$ cat src/rtl/ipc_mbox_pkg.sv
// Package: ipc_mbox_pkg
// Purpose : shared register offsets and decode types of the mailbox.
// Assumes : byte addressing, 32-bit registers on 4-byte boundaries.
package ipc_mbox_pkg;

    localparam int unsigned DATA_W   = 32;
    localparam logic [31:0] OFS_REV  = 32'h000;
    localparam logic [31:0] OFS_MSG  = 32'h040;
    localparam logic [31:0] OFS_FULL = 32'h080;
    localparam logic [31:0] OFS_CNT  = 32'h0C0;
    localparam logic [31:0] OFS_USR  = 32'h100;

    // Kind of register addressed by the current bus access
    typedef enum logic [2:0] {
        RK_NONE,
        RK_REV,
        RK_MSG,
        RK_FULL,
        RK_CNT,
        RK_STAT,
        RK_ESET,
        RK_ECLR
    } reg_kind_e;

endpackage

$ cat src/rtl/ipc_mbox_fifo.sv
// Module : ipc_mbox_fifo
// Purpose: one message queue, a circular buffer of DEPTH words.
// Assumes: a push to a full queue and a pop of an empty queue are dropped;
//          head reads zero while the queue is empty.
module ipc_mbox_fifo #(
    parameter int W     = 32,
    parameter int DEPTH = 4
) (
    input  logic                       clk,
    input  logic                       rst_n,
    input  logic                       push,
    input  logic                       pop,
    input  logic [W-1:0]               wdata,
    output logic [W-1:0]               head,
    output logic [$clog2(DEPTH+1)-1:0] count,
    output logic                       full,
    output logic                       empty
);
    localparam int PTR_W = (DEPTH > 1) ? $clog2(DEPTH) : 1;
    localparam int CNT_W = $clog2(DEPTH + 1);

    logic [W-1:0]     mem [DEPTH];
    logic [PTR_W-1:0] wr_ptr, rd_ptr;
    logic [CNT_W-1:0] count_q;
    logic             do_push, do_pop;

    // Advance a pointer with wrap at DEPTH
    function automatic logic [PTR_W-1:0] nxt(input logic [PTR_W-1:0] p);
        return (p == PTR_W'(DEPTH - 1)) ? '0 : p + 1'b1;
    endfunction

    assign full    = (count_q == CNT_W'(DEPTH));
    assign empty   = (count_q == '0);
    assign do_push = push && !full;
    assign do_pop  = pop && !empty;
    assign count   = count_q;
    assign head    = empty ? '0 : mem[rd_ptr];

    // Store accepted words
    always_ff @(posedge clk) begin
        if (do_push) mem[wr_ptr] <= wdata;
    end

    // Pointer and occupancy bookkeeping
    always_ff @(posedge clk) begin
        if (!rst_n) begin
            wr_ptr  <= '0;
            rd_ptr  <= '0;
            count_q <= '0;
        end else begin
            if (do_push) wr_ptr <= nxt(wr_ptr);
            if (do_pop)  rd_ptr <= nxt(rd_ptr);
            case ({do_push, do_pop})
                2'b10:   count_q <= count_q + 1'b1;
                2'b01:   count_q <= count_q - 1'b1;
                default: count_q <= count_q;
            endcase
        end
    end

    p_no_overflow_r3: assert property (@(posedge clk) disable iff (!rst_n)
        count_q <= CNT_W'(DEPTH));
    p_full_drop_r3: assert property (@(posedge clk) disable iff (!rst_n)
        (push && full && !pop) |=> (count_q == $past(count_q)));
    p_empty_pop_r4: assert property (@(posedge clk) disable iff (!rst_n)
        (pop && empty && !push) |=> (count_q == '0));
    p_push_count_r2: assert property (@(posedge clk) disable iff (!rst_n)
        (push && !full && !pop) |=> (count_q == $past(count_q) + 1'b1));

endmodule

$ cat src/rtl/ipc_mbox_user.sv
// Module : ipc_mbox_user
// Purpose: one user's view, with a status word, an enable word and an interrupt line.
// Assumes: bit 2*m is queue m's new-message event and bit 2*m+1 its
//          not-full event; a clear wins over a set in the same edge.
module ipc_mbox_user #(
    parameter int NQ = 8
) (
    input  logic            clk,
    input  logic            rst_n,
    input  logic [NQ-1:0]   new_evt,
    input  logic [NQ-1:0]   nf_evt,
    input  logic [2*NQ-1:0] st_clr,
    input  logic [2*NQ-1:0] en_set,
    input  logic [2*NQ-1:0] en_clr,
    output logic [2*NQ-1:0] status,
    output logic [2*NQ-1:0] enable,
    output logic            irq
);
    localparam int SW = 2 * NQ;

    logic [SW-1:0] set_vec;
    logic [SW-1:0] status_q, enable_q;

    // Interleave the two event kinds into their bit positions
    for (genvar m = 0; m < NQ; m++) begin : g_ilv
        assign set_vec[2*m]   = new_evt[m];
        assign set_vec[2*m+1] = nf_evt[m];
    end

    // Sticky status with write-one-to-clear, and enable set/clear
    always_ff @(posedge clk) begin
        if (!rst_n) begin
            status_q <= '0;
            enable_q <= '0;
        end else begin
            status_q <= (status_q | set_vec) & ~st_clr;
            enable_q <= (enable_q | en_set) & ~en_clr;
        end
    end

    assign status = status_q;
    assign enable = enable_q;
    assign irq    = |(status_q & enable_q);

    for (genvar b = 0; b < SW; b++) begin : g_chk
        p_rise_cause_r5: assert property (@(posedge clk) disable iff (!rst_n)
            $rose(status_q[b]) |-> $past(set_vec[b]));
        p_w1c_r7: assert property (@(posedge clk) disable iff (!rst_n)
            $past(st_clr[b]) |-> !status_q[b]);
        p_keep_r7: assert property (@(posedge clk) disable iff (!rst_n)
            ($past(status_q[b]) && !$past(st_clr[b])) |-> status_q[b]);
        p_en_set_r8: assert property (@(posedge clk) disable iff (!rst_n)
            ($past(en_set[b]) && !$past(en_clr[b])) |-> enable_q[b]);
    end

endmodule

$ cat src/rtl/ipc_mailbox.sv
// Module : ipc_mailbox
// Purpose: register decode, the queue array and per-user event views.
// Assumes: one access per cycle (a write or a read, not both); read data is
//          combinational, and side effects happen at the next clock edge.
module ipc_mailbox
    import ipc_mbox_pkg::*;
#(
    parameter int          NUM_QUEUES = 8,
    parameter int          NUM_USERS  = 3,
    parameter int          FIFO_DEPTH = 4,
    parameter int          ADDR_W     = 9,
    parameter logic [31:0] REVISION   = 32'h0001_0200
) (
    input  logic                 clk,
    input  logic                 rst_n,
    input  logic [ADDR_W-1:0]    addr,
    input  logic                 wr_en,
    input  logic [31:0]          wr_data,
    input  logic                 rd_en,
    output logic [31:0]          rd_data,
    output logic [NUM_USERS-1:0] irq
);
    localparam int SW    = 2 * NUM_QUEUES;
    localparam int CNT_W = $clog2(FIFO_DEPTH + 1);

    logic [31:0]     a_w;
    reg_kind_e       sel_kind;
    logic [4:0]      sel_idx;

    logic [31:0]          head    [NUM_QUEUES];
    logic [CNT_W-1:0]     cnt     [NUM_QUEUES];
    logic [NUM_QUEUES-1:0] full_v, empty_v, push_q, pop_q, new_evt, nf_evt;
    logic [SW-1:0]        user_st [NUM_USERS];
    logic [SW-1:0]        user_en [NUM_USERS];

    assign a_w = 32'(addr);

    // Decode the byte address into a register kind and an index
    always_comb begin
        sel_kind = RK_NONE;
        sel_idx  = '0;
        if (a_w[1:0] == 2'b00) begin
            if (a_w == OFS_REV) begin
                sel_kind = RK_REV;
            end else if (a_w >= OFS_MSG && a_w < OFS_MSG + 32'(4 * NUM_QUEUES)) begin
                sel_kind = RK_MSG;
                sel_idx  = 5'((a_w - OFS_MSG) >> 2);
            end else if (a_w >= OFS_FULL && a_w < OFS_FULL + 32'(4 * NUM_QUEUES)) begin
                sel_kind = RK_FULL;
                sel_idx  = 5'((a_w - OFS_FULL) >> 2);
            end else if (a_w >= OFS_CNT && a_w < OFS_CNT + 32'(4 * NUM_QUEUES)) begin
                sel_kind = RK_CNT;
                sel_idx  = 5'((a_w - OFS_CNT) >> 2);
            end else if (a_w >= OFS_USR && a_w < OFS_USR + 32'(16 * NUM_USERS)) begin
                sel_idx = 5'((a_w - OFS_USR) >> 4);
                case (a_w[3:2])
                    2'd1:    sel_kind = RK_STAT;
                    2'd2:    sel_kind = RK_ESET;
                    2'd3:    sel_kind = RK_ECLR;
                    default: sel_kind = RK_NONE;
                endcase
            end
        end
    end

    // One queue per index, with its two event sources
    for (genvar q = 0; q < NUM_QUEUES; q++) begin : g_q
        assign push_q[q]  = wr_en && (sel_kind == RK_MSG) && (sel_idx == 5'(q));
        assign pop_q[q]   = rd_en && (sel_kind == RK_MSG) && (sel_idx == 5'(q));
        assign new_evt[q] = (push_q[q] && !full_v[q]) || !empty_v[q];
        assign nf_evt[q]  = pop_q[q] && full_v[q];

        ipc_mbox_fifo #(.W(DATA_W), .DEPTH(FIFO_DEPTH)) i_fifo (
            .clk   (clk),
            .rst_n (rst_n),
            .push  (push_q[q]),
            .pop   (pop_q[q]),
            .wdata (wr_data),
            .head  (head[q]),
            .count (cnt[q]),
            .full  (full_v[q]),
            .empty (empty_v[q])
        );
    end

    // One event view per user
    for (genvar u = 0; u < NUM_USERS; u++) begin : g_u
        logic hit;
        assign hit = wr_en && (sel_idx == 5'(u));

        ipc_mbox_user #(.NQ(NUM_QUEUES)) i_user (
            .clk     (clk),
            .rst_n   (rst_n),
            .new_evt (new_evt),
            .nf_evt  (nf_evt),
            .st_clr  ((hit && sel_kind == RK_STAT) ? wr_data[SW-1:0] : '0),
            .en_set  ((hit && sel_kind == RK_ESET) ? wr_data[SW-1:0] : '0),
            .en_clr  ((hit && sel_kind == RK_ECLR) ? wr_data[SW-1:0] : '0),
            .status  (user_st[u]),
            .enable  (user_en[u]),
            .irq     (irq[u])
        );

        p_irq_needs_en_r9: assert property (@(posedge clk) disable iff (!rst_n)
            irq[u] |-> (|user_en[u]));

        for (genvar q = 0; q < NUM_QUEUES; q++) begin : g_uq
            p_newmsg_all_r5: assert property (@(posedge clk) disable iff (!rst_n)
                $past(push_q[q] && !full_v[q]) |-> user_st[u][2*q]);
        end
    end

    // Read data multiplexer
    always_comb begin
        rd_data = '0;
        if (rd_en) begin
            case (sel_kind)
                RK_REV: rd_data = REVISION;
                RK_MSG, RK_FULL, RK_CNT: begin
                    for (int q = 0; q < NUM_QUEUES; q++) begin
                        if (sel_idx == 5'(q)) begin
                            if (sel_kind == RK_MSG)       rd_data = head[q];
                            else if (sel_kind == RK_FULL) rd_data = {31'd0, full_v[q]};
                            else                          rd_data = 32'(cnt[q]);
                        end
                    end
                end
                RK_STAT, RK_ESET, RK_ECLR: begin
                    for (int u = 0; u < NUM_USERS; u++) begin
                        if (sel_idx == 5'(u)) begin
                            rd_data = (sel_kind == RK_STAT) ? 32'(user_st[u]) : 32'(user_en[u]);
                        end
                    end
                end
                default: rd_data = '0;
            endcase
        end
    end

    p_one_access: assert property (@(posedge clk) disable iff (!rst_n)
        !(wr_en && rd_en));

endmodule

$ cat config.mk
export PLATFORM = sky130hd
export DESIGN_NAME = ipc_mailbox
export DESIGN_NICKNAME = d
export VERILOG_FILES = /design/src/rtl/ipc_mbox_pkg.sv /design/src/rtl/ipc_mbox_fifo.sv /design/src/rtl/ipc_mbox_user.sv /design/src/rtl/ipc_mailbox.sv
export SDC_FILE = /design/constraint.sdc
export NUM_CORES = 1
export LEC_CHECK = 0
export BUFFER_PORTS_ARGS = -buffer_cell sky130_fd_sc_hd__buf_4
export CORE_ASPECT_RATIO = 1.1
export CORE_UTILIZATION = 40
export CTS_CLUSTER_SIZE = 28
export DETAILED_ROUTE_END_ITERATION = 8
export PLACE_DENSITY = 0.63
export SYNTH_ARGS = -nofsm -noshare
export SYNTH_HDL_FRONTEND = slang
export SYNTH_SLANG_ARGS = --single-unit
$ cat constraint.sdc
create_clock -name clk -period 4.5 [get_ports clk]
set_input_delay 1.125 -clock clk [delete_from_list [all_inputs] [get_ports clk]]
set_output_delay 1.125 -clock clk [all_outputs]
set_load 0.02 [all_outputs]
=== Word level (Yosys, flattened, before mapping) ===
Memories as Yosys holds them, arrays and structs flattened. A register that Yosys moved wholly into a read port is not among the register bits.
Cells that the tools add are included.

* Order comparisons: 8
* Add/subtract/negate cells: 36
* Muxes and demuxes: 118
* Equal/unequal tests: 57
* Bitwise operators: 21
* Reduce and logical (&&, ||, !) cells: 106

{| class="wikitable"
|+ Operator list
! cell !! count
|-
| $mux W32 || 27
|-
| $mux W16 || 13
|-
| $and A16 B16 Y16 || 9
|-
| $not A16 Y16 || 6
|-
| $or A16 B16 Y16 || 6
|-
| $pmux W32 S3 || 1
|-
| $mux W2 || 32
|-
| $logic_and A1 B1 Y1 || 58
|-
| $eq A2 B2 Y1 const B || 26
|-
| $pmux W3 S2 || 8
|-
| $reduce_or A16 Y1 || 3
|-
| $mux W3 || 14
|-
| $eq A3 B3 Y1 const B || 12
|-
| $add A2 B1 Y2 const B || 16
|-
| $logic_not A32 Y1 || 1
|-
| $mux W5 || 6
|-
| $add A3 B1 Y3 const B || 8
|-
| $logic_not A3 Y1 || 8
|-
| $sub A3 B1 Y3 const B || 8
|-
| $eq A5 B3 Y1 const B || 4
|-
| $eq A2 B1 Y1 const B || 9
|-
| $ge A9 B8 Y1 const B || 2
|-
| $lt A9 B8 Y1 const B || 2
|-
| $logic_not A1 Y1 || 16
|-
| 18 further kinds || 51
|}

* Input bits: 45
* Output and inout port bits: 35
* Logic and storage cells: 384
* Register bits after elaboration: 152
* Memory bits (writable): 1024
* Memories: 8

{| class="wikitable"
|+ Memory list
! memory !! words !! width !! rd ports !! clocked after memory_dff !! wr ports !! line !! source
|-
| g_q[0].i_fifo.mem || 4 || 32 || 1 || 1 || 1 || ipc_mbox_fifo.sv:22 || <nowiki>logic [W-1:0] mem [DEPTH];</nowiki>
|-
| g_q[1].i_fifo.mem || 4 || 32 || 1 || 1 || 1 || ipc_mbox_fifo.sv:22 ||
|-
| g_q[2].i_fifo.mem || 4 || 32 || 1 || 1 || 1 || ipc_mbox_fifo.sv:22 ||
|-
| g_q[3].i_fifo.mem || 4 || 32 || 1 || 1 || 1 || ipc_mbox_fifo.sv:22 ||
|-
| g_q[4].i_fifo.mem || 4 || 32 || 1 || 1 || 1 || ipc_mbox_fifo.sv:22 ||
|-
| g_q[5].i_fifo.mem || 4 || 32 || 1 || 1 || 1 || ipc_mbox_fifo.sv:22 ||
|-
| +2 memories || -- || -- || -- || -- || -- || -- ||
|}

=== Depth between registers and ports, before layout ===
Gate-level depths: netlist (run 1).

* Depth in word-level cells: 21
* Depth in mapped cells: 15
* Depth with buffers taken out: 13

=== Hierarchy ===
A second synthesis (run 1) with hierarchy kept.

* Cells, all modules: 3145
* Area total of the unflattened synthesis: 51272.9 µm²

{| class="wikitable"
|+ Modules (own cells, without submodules)
! module !! times used !! cells each !! area each (µm²) !! seq. area each (µm²)
|-
| ipc_mbox_fifo || 8 || 258 || 5440.2 || 4023.9
|-
| ipc_mailbox || 1 || 757 || 4399.2 || 0.0
|-
| ipc_mbox_user || 3 || 108 || 1117.3 || 640.6
|}

=== Least setup slack after synthesis (run 1) ===
No wires, ideal clock.

* Path kind: input port to output port
* Start point: input addr[7]
* End point: output rd_data[3]
* Slack: -69 ps
* Path buffers: 4
* Arrival: 3444 ps
* Cell stages on the path: 12
* Required time: 3375 ps
* Cells stage by stage: buf_2 > o21ba_2 > and3_1 > buf_2 > or4_1 > clkbuf_1 > nor2_2 > buf_4 > a22oi_1 > a31oi_1 > nor2_1 > o21ai_0

* Longest elaborated chain between the ends: 20
* Elaborated cells between the ends (all ways): 67
* Classes of those cells: add/sub: 1; order compare: 8; eq/ne: 14; mux: 36; reduce/logical: 8

{| class="wikitable"
|+ Ends and longest elaborated chain
! what !! line !! source
|-
| from (decl) || ipc_mailbox.sv:16 || <nowiki>input logic [ADDR_W-1:0] addr,</nowiki>
|-
| $ge A9 B9 Y1 or $lt A9 B9 Y1 (tied branches) || ipc_mailbox.sv:54 || <nowiki>end else if (a_w >= OFS_USR && a_w < OFS_USR + 32'(16 * NUM_USERS)) begin</nowiki>
|-
| $logic_and A1 B1 Y1 || ipc_mailbox.sv:54 ||
|-
| $mux W3 || ipc_mailbox.sv:54 ||
|-
| $mux W3 || ipc_mailbox.sv:51 || <nowiki>end else if (a_w >= OFS_CNT && a_w < OFS_CNT + 32'(4 * NUM_QUEUES)) begin</nowiki>
|-
| $mux W3 || ipc_mailbox.sv:48 || <nowiki>end else if (a_w >= OFS_FULL && a_w < OFS_FULL + 32'(4 * NUM_QUEUES)) begin</nowiki>
|-
| $mux W3 || ipc_mailbox.sv:45 || <nowiki>end else if (a_w >= OFS_MSG && a_w < OFS_MSG + 32'(4 * NUM_QUEUES)) begin</nowiki>
|-
| $mux W3 || ipc_mailbox.sv:43 || <nowiki>if (a_w == OFS_REV) begin</nowiki>
|-
| $mux W3 || ipc_mailbox.sv:42 || <nowiki>if (a_w[1:0] == 2'b00) begin</nowiki>
|-
| $eq A3 B2 Y1 || ipc_mailbox.sv:117, ipc_mailbox.sv:122 ||
|-
| $mux W32 || ipc_mailbox.sv:122 || <nowiki>if (sel_kind == RK_MSG) rd_data = head[q];</nowiki>
|-
| $mux W32 (8 in a row) || ipc_mailbox.sv:121 || <nowiki>if (sel_idx == 5'(q)) begin</nowiki>
|-
| $pmux W32 S3 * || ipc_mailbox.sv:117 || <nowiki>case (sel_kind)</nowiki>
|-
| $mux W32 * || ipc_mailbox.sv:116 || <nowiki>if (rd_en) begin</nowiki>
|-
| to (decl) || ipc_mailbox.sv:20 || <nowiki>output logic [31:0] rd_data,</nowiki>
|}

Every way passes the cells marked *; elsewhere a longest branch is shown, timed or not.

=== Final worst setup path (run 1) ===
* Start point: input addr[3]
* End point: output rd_data[1]

* Longest elaborated chain between the ends: 21
* Elaborated cells between the ends (all ways): 82
* Classes of those cells: add/sub: 4; order compare: 8; eq/ne: 17; mux: 45; reduce/logical: 8

{| class="wikitable"
|+ Ends and longest elaborated chain
! what !! line !! source
|-
| $ge A9 B9 Y1, or another cell as far along || ipc_mailbox.sv:54 ||
|-
| $logic_and A1 B1 Y1 or $pmux W3 S3 (tied branches) || ipc_mailbox.sv:54, ipc_mailbox.sv:56 ||
|-
| $mux W3 || ipc_mailbox.sv:54 ||
|-
| $mux W3 || ipc_mailbox.sv:51 ||
|-
| $mux W3 || ipc_mailbox.sv:48 ||
|-
| $mux W3 || ipc_mailbox.sv:45 ||
|-
| $mux W3 || ipc_mailbox.sv:43 ||
|-
| $mux W3 || ipc_mailbox.sv:42 ||
|-
| $eq A3 B2 Y1 || ipc_mailbox.sv:117, ipc_mailbox.sv:123 ||
|-
| $mux W3 || ipc_mailbox.sv:123 || <nowiki>else if (sel_kind == RK_FULL) rd_data = {31'd0, full_v[q]};</nowiki>
|-
| $mux W32 || ipc_mailbox.sv:122 ||
|-
| $mux W32 (8 in a row) || ipc_mailbox.sv:121 ||
|-
| $pmux W32 S3 * || ipc_mailbox.sv:117 ||
|-
| $mux W32 * || ipc_mailbox.sv:116 ||
|}

Marked as above.

==> reports/qor.csv, run 1 <==
stage;metric;value;unit
power_and_ir_drop;leakagePower;18.3;nW
place;place_hpwl;83100;um
floorplan;start_util;40.4;%
drt;dr.pass1.iters;5;
grt;grt_pass1_wl;190000;um
drt;via_per_inst;5.86;
place;portBuffers;79;
critical_path;cp-end-kind;primary output;
critical_path;path_cells;buf_6 -> or2_4 -> o41a_1 -> buf_6 -> o21a_4 -> buf_4 -> a221oi_2 -> a311o_1 -> a31oi_1 -> o31ai_2 -> a211o_1 -> buf_6;
cells_and_area;layout.nets;3147;
cells_and_area;syn2layout_area_growth;22.4;%
critical_path;slowest_stage;o41a_1;
drt;drt-wirelength-per-cell;28.2;um
grt;grt_usage;21.6;%
cells_and_area;fill_cells;9458;
grt;grt_max_degree;77;
place;place_area;52600;sq um
hold_path;min_path_type;reg2reg;
floorplan;ios;80;
synth;synth_seq_cells;1192;
synth;ys_seq_area_share;71.5;%
floorplan;die_w;331;um
synth;syn_avg_cell_area;17.9;sq um
drt;wirelength;132000;um
clock_network;clkLatencyLatePin;0.71;ns
sta;final_hold_viol_count;0;
clock_network;cts.sinks;1192;
cells_and_area;diodes;0;
floorplan;die_area;121000;sq um
cells_and_area;fin_area;58400;sq um
clock_network;path_clk_slew;0.06;ns
drt;vias;27500;
sta;fin_crit;4.86;ns
cells_and_area;mostFrequentLayoutCell;edfxtp_1;
sta;whs;0.508;ns
place;gp_congestion;0.887;
power_and_ir_drop;peakVddDrop;0.406;mV
sta;fmax;0.206;GHz
critical_path;critical_path_class;in2out;
synth;synth_edf_count;1024;
clock_network;cts_root_buf;clkbuf_16;
sta;rsz0062_at_grt;yes;
critical_path;cp_data_arrival_time;3.73;ns
synth;syn_nets;2763;
sta;slew-limit-headroom;32.3;%
clock_network;cts-buffers-inserted;117;
critical_path;crit_top_cell;buf_6;
floorplan;rows;132;
synth;syn-instance-count;2662;
clock_network;h-tree-depth;3;
cells_and_area;final_cell_mix;edfxtp_1 (1024), buf_4 (288), mux4_2 (256);
critical_path;reg2reg_slack;1.62;ns
clock_network;clockBufferDepth;3;
sta;fin_crit_sh;108;%
sta;tightestPinTransition;1.01;ns
critical_path;slowest_delay;0.46;ns
sta;finClkSkew;0.0239;ns
job;drv_cap;0;
clock_network;holdBufCountCts;0;
sta;drv_slew;0;
grt;first_global_vias;27700;
cells_and_area;postLayoutCoreUtil;49.5;%
grt;grt_overflow;0;
power_and_ir_drop;p_total;22.3;mW
synth;ys_warn_count;0;
grt;grt_antenna_before_repair;1;
clock_network;cts_tree;done;
run_status;status;complete, but fails checks;
sta;worst_slack;-0.356;ns
critical_path;path_max_fanout;6;
synth;syn_area;47700;sq um
drt;ant_nets;0;
floorplan;die_y;364;um
run_status;violations;negative setup slack;
synth;async_flop_share;0;%
sta;setup_viol;32;
cells_and_area;drive_above_1_share;35.4;%
synth;synth_cell_type_count;85;
critical_path;cp-start-kind;primary input;
power_and_ir_drop;power_density;382;nW/um^2
floorplan;design.core.area;118000;sq um
drt;drt_iter0_drc;2688;
synth;synthFlopType;edfxtp_1;
drt;drc;0;
critical_path;cp.required;3.38;ns
[through the flow]
stage	TNS, ns	cells	setup slack [ns]
6_report	-8.55	4685	-0.356
3_5_place_dp	-15.09	4419	-0.683
4_1_cts	-8.55	4660	-0.346
5_1_grt	-10.40	4685	-0.414
3_3_place_gp	-14.47	4419	-0.664
2_1_floorplan	0	2662	0.00798
[power breakdown]
part           total, mW  internal [mW]  switching [mW]
registers           12.0           12.0         0.00270
logic              0.429          0.120           0.309
clock network       9.91           5.81            4.10
total               22.3           17.9            4.41
[synthesized netlist by cell type, types with 36 or more instances]
master       n  share of area (%)
a211oi_1    95                1.5
a21oi_1    100                1.0
a22oi_1     93                1.5
buf_2       36               0.38
clkbuf_1   102               0.80
dfxtp_1    168                7.0
edfxtp_1  1024                 64
ha_1        48                1.3
inv_1       53               0.42
mux2i_1     52                1.1
mux4_2     256                 12
nand2_1     64               0.50
nor2_1     162                1.3
[final cells by class]
cell class	count	area, sq um	share of cell area, %
flip-flops and latches	1192	34100	58.4
repair buffers	423	4460	7.63
well taps	1541	1930	3.30
inverters	56	213	0.364
multi-input cells	1256	13800	23.6
clock inverters	70	808	1.38
clock buffers	147	3080	5.27
[metal layers]
metal | track usage, % | vias to the layer above | wire length, um
met1 | 28.8 | 14500 | 53000
li1 | - | 11600 | -
met2 | 36.9 | 1153 | 66400
met3 | 2.95 | 213 | 8830
met5 | 0 | - | 17
met4 | 6.32 | 2 | 3820
[state kept, by name, indices dropped and copies added (netlist names), named ones only]
register	cells
g_q.i_fifo.count	24
g_q.i_fifo.mem	1024
g_q.i_fifo.rd_ptr	16
g_q.i_fifo.wr_ptr	16
g_u.i_user.enable	48
g_u.i_user.status	48
[kinds of logic after synthesis]
family,count (synthesis),share of synthesized area [%]
compound gates,495,7.30
fa+ha+maj,56,1.59
mux,308,13.2
flops,1192,71.5
simple gates,380,4.19
xor+xnor,16,0.294
buf+inv,215,1.97
[critical path, delay by kind of cell]
kind	cells	cell delay (ns)
buffers and inverters	4	0.53
AO/OA/AOI/OAI	7	1.79
AND/OR/NAND/NOR	1	0.28
[path summary, 6_finish.rpt]
kind	cells past startpoint	to	startpoint
worst min register to register	2	g_q[0].i_fifo.wr_ptr[1]	g_q[0].i_fifo.wr_ptr[1]
worst max-delay path	12	rd_data[1]	addr[3]
worst max register to register	11	g_q[5].i_fifo.count[2]	g_q[5].i_fifo.count[0]
worst min-delay path	2	g_q[0].i_fifo.wr_ptr[1]	g_q[0].i_fifo.wr_ptr[1]
[repair_timing]
item	4_1_cts	5_1_grt
endpoints found under the setup margin	32	32
pin swaps	59	70
setup buffers	21	24
resized for setup	149	123
gates cloned	4	6
No activity file was read; power rests on OpenSTA's default activity.
==> run 2, diff against run 1 <==
--- a/config.mk
+++ b/config.mk
@@ -11,6 +11,7 @@
 export CTS_CLUSTER_SIZE = 28
 export DETAILED_ROUTE_END_ITERATION = 8
 export PLACE_DENSITY = 0.63
+export SKIP_CTS_REPAIR_TIMING = 1
 export SYNTH_ARGS = -nofsm -noshare
 export SYNTH_HDL_FRONTEND = slang
 export SYNTH_SLANG_ARGS = --single-unit
==> reports/qor.csv, run 2 (same netlist as run 1, synthesis figures left out) <==
stage;metric;value;unit
sta;finClkSkew;0.0345;ns
hold_path;min_delay_path_depth;2;
sta;fin_crit_sh;110;%
critical_path;ff2ff_path_depth;11;
sta;whs;0.508;ns
cells_and_area;instances_no_fill;4665;
drt;drt_iter0_drc;2877;
clock_network;path_clk_slew;0.06;ns
sta;fmax;0.202;GHz
place;place_hpwl;83100;um
drt;ant_nets;0;
cells_and_area;final_cell_mix;edfxtp_1 (1024), buf_4 (312), mux4_2 (256);
drt;drt-wirelength-per-cell;28.0;um
critical_path;critical_path_class;in2out;
critical_path;cp.required;3.38;ns
clock_network;cts.sinks;1192;
power_and_ir_drop;power_density;387;nW/um^2
critical_path;slowest_stage;o41a_1;
sta;setup_viol;32;
grt;grt_usage;21.3;%
cells_and_area;syn2layout_area_growth;20.7;%
cells_and_area;diodes;0;
floorplan;rows;132;
critical_path;cp-end-kind;primary output;
run_status;status;complete, but fails checks;
grt;grt_max_degree;77;
critical_path;slowest_delay;0.53;ns
clock_network;clkLatencyLatePin;0.71;ns
floorplan;die_y;364;um
critical_path;cp-start-kind;primary input;
critical_path;critical-path-top-delay-family;compound AO/OA/AOI/OAI gates;
cells_and_area;layout.nets;3127;
place;portBuffers;79;
power_and_ir_drop;leakagePower;18.0;nW
clock_network;cts_root_buf;clkbuf_16;
sta;slew-limit-headroom;36.7;%
grt;first_global_vias;27500;
hold_path;min_path_type;reg2reg;
clock_network;cts-buffers-inserted;117;
drt;dr.pass1.iters;5;
critical_path;crit_top_cell;buf_4;
floorplan;start_util;40.4;%
clock_network;clockBufferDepth;3;
grt;grt_overflow;0;
critical_path;cp_num_buf_inv;4;
cells_and_area;drive_above_1_share;33.0;%
grt;grt_pass1_wl;188000;um
sta;tightestPinTransition;0.943;ns
sta;drv_slew;0;
place;placed_cells;4419;
drt;vias;27300;
cells_and_area;mostFrequentLayoutCell;edfxtp_1;
cells_and_area;largest_register_ffs;1024;
critical_path;path_cells;buf_4 -> or2_4 -> o41a_1 -> o21a_2 -> buf_4 -> a211o_1 -> o311ai_2 -> a31oi_1 -> o31ai_2 -> buf_4 -> a211o_1 -> buf_6;
clock_network;h-tree-depth;3;
power_and_ir_drop;p_total;22.3;mW
critical_path;cp_data_arrival_time;3.84;ns
floorplan;ios;80;
floorplan;die_area;121000;sq um
sta;fin_crit;4.96;ns
sta;worst_slack;-0.462;ns
drt;drc;0;
clock_network;cts_tree;done;
sta;final_hold_viol_count;0;
floorplan;die_w;331;um
sta;rsz0062_at_grt;yes;
power_and_ir_drop;peakVddDrop;0.407;mV
job;drv_cap;0;
critical_path;path_max_fanout;6;
drt;wirelength;131000;um
floorplan;design.core.area;118000;sq um
run_status;violations;negative setup slack;
cells_and_area;top_register;g_q.i_fifo.mem;
place;gp_congestion;0.887;
drt;via_per_inst;5.85;
critical_path;cp.depth;12;
grt;grt_antenna_before_repair;1;
run 2: cell count changes in the layout (fill, tap and decap cells not counted), moves of 5 or more:
cell	previous run	this run
a22oi_2	53	26
o21ai_2	12	6
a221oi_1	14	24
a21oi_1	94	99
a31oi_2	8	14
nor2_1	147	154
buf_6	51	18
buf_4	288	312
o21ai_1	12	17
a221oi_2	15	7
a31oi_1	19	12
a22oi_1	40	67
run 2: path summary, 6_finish.rpt:
kind / from / end / slack [ns]
max: addr[5] / rd_data[1] / -0.46
min: g_q[0].i_fifo.wr_ptr[1] / g_q[0].i_fifo.wr_ptr[1] / 0.51
max reg2reg: g_q[5].i_fifo.count[0] / g_q[5].i_fifo.count[2] / 1.69
min reg2reg: g_q[0].i_fifo.wr_ptr[1] / g_q[0].i_fifo.wr_ptr[1] / 0.51
run 2: stage by stage:
stage	util (%)	setup slack, ns	setup TNS (ns)	instance area [sq um]
after CTS	47.9	-0.738	-15.52	56500
after global placement	44.6	-0.664	-14.47	52600
after floorplan	-	0.00798	0	47700
after detailed placement	44.6	-0.683	-15.09	52600
final	48.8	-0.462	-11.85	57600
after global routing	48.8	-0.549	-14.34	57600
run 2: layout make-up:
class	instances	area (sq um)
Fill cell	9546	60500
Sequential cell	1192	34100
Multi-Input combinational cell	1256	13400
Timing Repair Buffer	403	4020
Clock buffer	147	3080
Tap cell	1541	1930
Clock inverter	70	808
Inverter	56	213
run 2: tightest hold or removal path, stage by stage (launching register included):
cell,delay [ns]
dfxtp_1,0.34
nand2_1,0.06
a21oi_1,0.06
run 2: routing by layer:
metal  GRT usage (%)  wire [um]  vias up  share of wire [%]
met1            28.3      52700    14400                 40
met3            2.87       8460      200                6.5
li1                -          -    11600                  -
met2            36.3      65700     1067                 50
met4            6.61       3860        2                3.0
met5               0         17        -              0.013
run 2: where the power goes:
part | internal, mW | switching [mW] | total, mW
clock | 5.81 | 4.11 | 9.92
sequential | 12.0 | 0.00267 | 12.0
combinational | 0.107 | 0.301 | 0.408
